[config.mk]
export PLATFORM = sky130hd
export DESIGN_NAME = vid_out_gate
export DESIGN_NICKNAME = d
export VERILOG_FILES = /design/src/rtl/vog_pkg.sv /design/src/rtl/vog_sync.sv /design/src/rtl/vog_ctrl.sv /design/src/rtl/vog_datapath.sv /design/src/rtl/vid_out_gate.sv
export SDC_FILE = /design/constraint.sdc
export NUM_CORES = 1
export LEC_CHECK = 0
export BUFFER_PORTS_ARGS = -buffer_cell sky130_fd_sc_hd__buf_2
export CORE_MARGIN = 4
export CORE_UTILIZATION = 27
export CTS_BUF_LIST = sky130_fd_sc_hd__clkbuf_8 sky130_fd_sc_hd__clkbuf_16
export DETAILED_ROUTE_END_ITERATION = 10
export PLACE_DENSITY_LB_ADDON = 0.25
export SYNTH_ARGS = -nofsm -noshare
export SYNTH_HDL_FRONTEND = slang
export SYNTH_SLANG_ARGS = --single-unit
[constraint.sdc]
create_clock -name clk -period 1.4 [get_ports clk]
set_input_delay 0.07 -clock clk [delete_from_list [all_inputs] [get_ports clk]]
set_output_delay 0.07 -clock clk [all_outputs]
set_load 0.03 [all_outputs]
[src/rtl/vog_pkg.sv]
package vog_pkg;
  typedef enum logic [1:0] {PCK_LOW = 2'd0, PCK_OSC = 2'd1, PCK_REC = 2'd2} pclkSrc_e;

  typedef struct packed {
    logic     vidOe;
    logic     vidPass;
    logic     pclkOe;
    pclkSrc_e pclkSrc;
    logic     passOe;
    logic     passVal;
    logic     lockVal;
  } outStrb_t;
endpackage

[src/rtl/vog_sync.sv]
module vog_sync #(
  parameter int STAGES = 2
) (
  input  logic clk,
  input  logic rstN,
  input  logic d,
  output logic q
);
  logic [STAGES-1:0] chain;

  generate
    for (genvar i = 0; i < STAGES; i++) begin : g_stage
      if (i == 0) begin : g_first
        always_ff @(posedge clk or negedge rstN)
          if (!rstN) chain[0] <= 1'b0;
          else       chain[0] <= d;
      end else begin : g_rest
        always_ff @(posedge clk or negedge rstN)
          if (!rstN) chain[i] <= 1'b0;
          else       chain[i] <= chain[i-1];
      end
    end
  endgenerate

  assign q = chain[STAGES-1];
endmodule

[src/rtl/vog_ctrl.sv]
module vog_ctrl
  import vog_pkg::*;
#(
  parameter int OSC_SEL_W   = 3,
  parameter int SYNC_STAGES = 2
) (
  input  logic                 clk,
  input  logic                 rstN,
  input  logic                 pwrDnN,
  input  logic                 lockRaw,
  input  logic                 holdStrap,
  input  logic                 holdTglWr,
  input  logic                 stateSel,
  input  logic [OSC_SEL_W-1:0] oscSel,
  output outStrb_t             strb
);
  logic pdQ, lockS, lockQ, holdEn, holdArm;
  logic pdRise, lockFall, oscOn, floatUnlocked;

  vog_sync #(.STAGES(SYNC_STAGES)) u_lockSync (
    .clk(clk), .rstN(rstN), .d(lockRaw), .q(lockS)
  );

  assign pdRise        = pwrDnN & ~pdQ;
  assign lockFall      = lockQ & ~lockS;
  assign oscOn         = |oscSel;
  assign floatUnlocked = stateSel & ~holdEn;

  // power-down edge, lock edge history, strap capture and hold arm state
  always_ff @(posedge clk or negedge rstN) begin
    if (!rstN) begin
      pdQ     <= 1'b0;
      lockQ   <= 1'b0;
      holdEn  <= 1'b0;
      holdArm <= 1'b0;
    end else begin
      pdQ   <= pwrDnN;
      lockQ <= lockS;
      if (!pwrDnN) begin
        holdEn  <= 1'b0;
        holdArm <= 1'b0;
      end else if (pdRise) begin
        holdEn  <= holdStrap;
        holdArm <= holdStrap;
      end else if (holdEn && lockFall) begin
        holdArm <= 1'b1;
      end else if (holdEn && holdTglWr && lockS) begin
        holdArm <= ~holdArm;
      end
    end
  end

  always_comb begin
    strb         = '0;
    strb.pclkSrc = PCK_LOW;
    if (pdQ) begin
      strb.lockVal = lockS;
      if (holdArm) begin
        strb.vidOe   = 1'b1;
        strb.pclkOe  = 1'b1;
        strb.passOe  = 1'b1;
        strb.passVal = lockS;
      end else if (lockS) begin
        strb.vidOe   = 1'b1;
        strb.vidPass = 1'b1;
        strb.pclkOe  = 1'b1;
        strb.pclkSrc = PCK_REC;
        strb.passOe  = 1'b1;
        strb.passVal = 1'b1;
      end else if (!floatUnlocked) begin
        strb.vidOe   = 1'b1;
        strb.pclkOe  = 1'b1;
        strb.pclkSrc = oscOn ? PCK_OSC : PCK_LOW;
        strb.passOe  = 1'b1;
      end
    end
  end
endmodule

[src/rtl/vog_datapath.sv]
module vog_datapath
  import vog_pkg::*;
#(
  parameter int CH_W = 8,
  parameter int N_CH = 3,
  localparam int PIX_W = CH_W * N_CH
) (
  input  outStrb_t          strb,
  input  logic [PIX_W-1:0]  pixIn,
  input  logic              hsIn,
  input  logic              vsIn,
  input  logic              deIn,
  input  logic              pclkIn,
  input  logic              oscClk,
  output logic [PIX_W-1:0]  pixOut,
  output logic              hsOut,
  output logic              vsOut,
  output logic              deOut,
  output logic              vidOe,
  output logic              pclkOut,
  output logic              pclkOe,
  output logic              passOut,
  output logic              passOe,
  output logic              lockOut
);
  logic gateOpen;
  assign gateOpen = strb.vidOe & strb.vidPass;

  generate
    for (genvar c = 0; c < N_CH; c++) begin : g_chan
      assign pixOut[c*CH_W +: CH_W] = gateOpen ? pixIn[c*CH_W +: CH_W] : '0;
    end
  endgenerate

  assign hsOut = gateOpen & hsIn;
  assign vsOut = gateOpen & vsIn;
  assign deOut = gateOpen & deIn;
  assign vidOe = strb.vidOe;

  always_comb begin
    case (strb.pclkSrc)
      PCK_OSC: pclkOut = oscClk;
      PCK_REC: pclkOut = pclkIn;
      default: pclkOut = 1'b0;
    endcase
  end

  assign pclkOe  = strb.pclkOe;
  assign passOut = strb.passVal;
  assign passOe  = strb.passOe;
  assign lockOut = strb.lockVal;
endmodule

[src/rtl/vid_out_gate.sv]
module vid_out_gate
  import vog_pkg::*;
#(
  parameter int CH_W        = 8,
  parameter int N_CH        = 3,
  parameter int OSC_SEL_W   = 3,
  parameter int SYNC_STAGES = 2,
  localparam int PIX_W      = CH_W * N_CH
) (
  input  logic                 clk,
  input  logic                 rstN,
  input  logic                 pwrDnN,
  input  logic                 lockRaw,
  input  logic                 holdStrap,
  input  logic                 holdTglWr,
  input  logic                 stateSel,
  input  logic [OSC_SEL_W-1:0] oscSel,
  input  logic                 oscClk,
  input  logic [PIX_W-1:0]     pixIn,
  input  logic                 hsIn,
  input  logic                 vsIn,
  input  logic                 deIn,
  input  logic                 pclkIn,
  output logic [PIX_W-1:0]     pixOut,
  output logic                 hsOut,
  output logic                 vsOut,
  output logic                 deOut,
  output logic                 vidOe,
  output logic                 pclkOut,
  output logic                 pclkOe,
  output logic                 passOut,
  output logic                 passOe,
  output logic                 lockOut
);
  outStrb_t strb;

  vog_ctrl #(.OSC_SEL_W(OSC_SEL_W), .SYNC_STAGES(SYNC_STAGES)) u_ctrl (
    .clk(clk), .rstN(rstN), .pwrDnN(pwrDnN), .lockRaw(lockRaw),
    .holdStrap(holdStrap), .holdTglWr(holdTglWr), .stateSel(stateSel),
    .oscSel(oscSel), .strb(strb)
  );

  vog_datapath #(.CH_W(CH_W), .N_CH(N_CH)) u_dp (
    .strb(strb), .pixIn(pixIn), .hsIn(hsIn), .vsIn(vsIn), .deIn(deIn),
    .pclkIn(pclkIn), .oscClk(oscClk), .pixOut(pixOut), .hsOut(hsOut),
    .vsOut(vsOut), .deOut(deOut), .vidOe(vidOe), .pclkOut(pclkOut),
    .pclkOe(pclkOe), .passOut(passOut), .passOe(passOe), .lockOut(lockOut)
  );
endmodule

==> summary.txt <==
Status
  • Status: finished, violations left
  • Failing checks: negative setup slack

Yosys
  • XOR/XNOR Fraction of Synth Area: 0%
  • Netlist cell types: 20
  • Largest family of logic cells by synthesized area: simple AND/OR/NAND/NOR gates
  • Synth Area in Compound Gates: 8.96%
  • Leading cell type by number of instances after synthesis: and2_1
  • Syn Std Cell Area: 517 µm²
  • Number of flops mapped to enable cells by yosys: 0
  • Multiplexer area fraction after synthesis: 1.94%
  • Synth top cells by count: 27 x and2_1, 6 x dfrtp_1, 3 x nor2b_1, 3 x o21ai_0
  • Leading area contributor after synthesis: and2_1
  • Most common flop cell mapped by yosys: dfrtp_1
  • Synth Area in Simple Gates: 46.2%
  • Ys async rst share: 100%
  • Sequential element share of the synthesized area: 29.1%
  • Syn_nets: 102
  • Yosys warnings: 0
  • Per-instance average area after synthesis: 8.47 µm²
  • Post-synthesis sequential element count: 6
  • Adder-cell area share of the yosys netlist: 4.84%
  • Top cell type's share of synthesized area: 32.7%
  • Gate Count Post-Synth: 61
  • Top cells by area, synth: and2_1 33%, dfrtp_1 29%, ha_1 4.8%, buf_6 4.4%, nor2b_1 3.6%

Timing
  • Final setup vio count: 24
  • Unrepaired setup endpoints after global routing: true
  • Tcrit/Tclk final: 116%
  • Worst hold slack: 0.177 ns
  • FMAX: 0.616 GHz
  • Post-route setup TNS: -3.92 ns
  • Minimum clock period: 1.62 ns
  • Final Hold Violating Endpoints: 0
  • Least-Margin Pin Slew: 0.231 ns
  • Final count of pins violating max slew: 0
  • Worst slew margin: 84.6%
  • Skew final: 0.00384 ns
  • Final setup margin: -0.224 ns

Floorplan
  • Chip width: 51.7 µm
  • Height of the die: 51.7 µm
  • Cell Rows: 15
  • Core area: 1760 µm²
  • Ports: 72
  • Die area: 2680 µm²
  • Starting Density: 29.3%

Job
  • Max_cap viols: 0

Layout
  • Share of post-route cells with drive strength above 1: 69.4%
  • Diode count: 0
  • Nets: 190
  • Non-filler instance count after layout: 172
  • Area Overhead vs Synth: 150%
  • Post-route cell area: 1290 µm²

Clock network
  • CTS tree: yes
  • Clock-pin transition on the worst setup and hold timing paths: 0.04 ns
  • CTS buffer count: 3
  • Clock sink count: 6
  • Clock root buffer: clkbuf_8
  • Worst skew pair latency: 0.22 ns
  • CTS H-Tree Depth: 1
  • Clock buffer depth: 2

Global route
  • GRT Util Overall: 15.0%
  • Gr ovfl total: 0
  • First-pass GRT wire length: 2880 µm
  • Largest net degree at the start of global routing: 21
  • Initial antenna violation count: 0
  • Vias in the first global route: 681

Critical path
  • Crit path DAT: 1.55 ns
  • CP Capture Type: output port
  • Startpoint Class: flop
  • Req. time, crit path: 1.33 ns
  • Max Fanout on Critical Path: 5
  • Setup CP Type: flop to output port

Power
  • VDD IR max: 0.618 mV
  • P_leak: 0.686 nW
  • Pwr dens: 635 nW/µm²

Routing
  • Final ANT Viol Nets: 0
  • Starting DRC count in detailed routing: 4
  • Wire per inst: 14.4 µm
  • DRC errors left: 0
  • Via-to-Cell Ratio: 4.44
  • Drt first pass iters: 4
  • Vias post-DR: 764
  • Final wirelength: 2480 µm

Placed design
  • I/O Buffers: 71
  • GPL Wtd Cong: 0.789
  • Setup WS pre-CTS: -0.0376 ns
  • Post-DP Area: 941 µm²
  • Dpl cells: 161

Hold path
  • Hold crit path type: input pin to flop
[registers in the layout (all words and copies together), names as in the netlist]
| register | flops |
|---|---|
| u_ctrl.holdArm | 1 |
| u_ctrl.holdEn | 1 |
| u_ctrl.lockQ | 1 |
| u_ctrl.pdQ | 1 |
| u_ctrl.u_lockSync.chain | 1 |
| u_ctrl.u_lockSync.q | 1 |
[per-stage QoR]
stage          utilization, %  total power [mW]
2_1_floorplan               -             0.357
3_3_place_gp             53.3             0.462
3_5_place_dp             53.3             0.467
4_1_cts                  62.4             0.756
5_1_grt                  73.3             0.861
6_report                 73.3             0.822
[worst paths after layout]
path,end,from,cells past startpoint,slack (ns)
hold / removal,u_ctrl.holdArm,holdTglWr,4,0.18
setup / recovery,pixOut[5],u_ctrl.u_lockSync.q,6,-0.22
min in group asynchronous,u_ctrl.u_lockSync.q,rstN,2,0.19
setup reg to reg,u_ctrl.holdArm,u_ctrl.u_lockSync.q,4,0.32
max in group asynchronous,u_ctrl.lockQ,rstN,2,1.06
hold reg to reg,u_ctrl.u_lockSync.q,u_ctrl.u_lockSync.chain[0],0,0.35
[cells by family (layout without fill, tap and decap cells)]
group           after synthesis  after routing
fa+ha+maj                     2              2
simple gates                 39             39
compound gates                7              7
buf+inv                       6             92
flops                         6              6
mux                           1              1
[per-layer routing]
| layer | GRT usage, % | routed length, µm |
|---|---|---|
| met5 | 0 | 0 |
| met4 | 9.17 | 55 |
| met3 | 6.02 | 250 |
| met2 | 30.3 | 1390 |
| met1 | 11.4 | 787 |
[power by group]
part | total [mW] | switching [mW] | internal (mW)
logic | 0.372 | 0.180 | 0.191
registers | 0.191 | 0.00639 | 0.184
clock network | 0.259 | 0.0748 | 0.185
[what timing repair did]
| action | 4_1_cts | 5_1_grt |
|---|---|---|
| hold endpoints to repair | 8 | 0 |
| gates resized for setup | 25 | 58 |
| pin swaps | 2 | 5 |
| setup endpoints to repair | 28 | 29 |
| hold buffers | 3 | 0 |
| setup buffers | 2 | 1 |
| gates cloned | 0 | 2 |
[worst max-delay path, cell delays in order (launching register included)]
cell and delay [ns]:
dfrtp_1 0.39, and2_4 0.15, and2b_4 0.18, buf_4 0.15, clkbuf_16 0.14, and2_1 0.17
buf_6 0.14
[final cells by class]
cell class              count  area (µm²)
repair buffers             88         704
flip-flops and latches      6         150
clock buffers               3        41.3
fillers                   139         470
inverters                   1        3.75
well taps                  25        31.3
multi-input cells          49         363
[layout by cell type, fill, tap and decap left out, types with 2 or more instances in the layout]
| cell type | count |
|---|---|
| and2_1 | 21 |
| and2_4 | 7 |
| nor2b_1 | 2 |
| dlygate4sd3_1 | 3 |
| buf_6 | 27 |
| o21ai_0 | 3 |
| clkbuf_8 | 3 |
| buf_2 | 43 |
| dfrtp_1 | 6 |
| buf_4 | 12 |
| clkbuf_16 | 2 |
| nand3_1 | 2 |
Power figures use the tool's default switching activity.
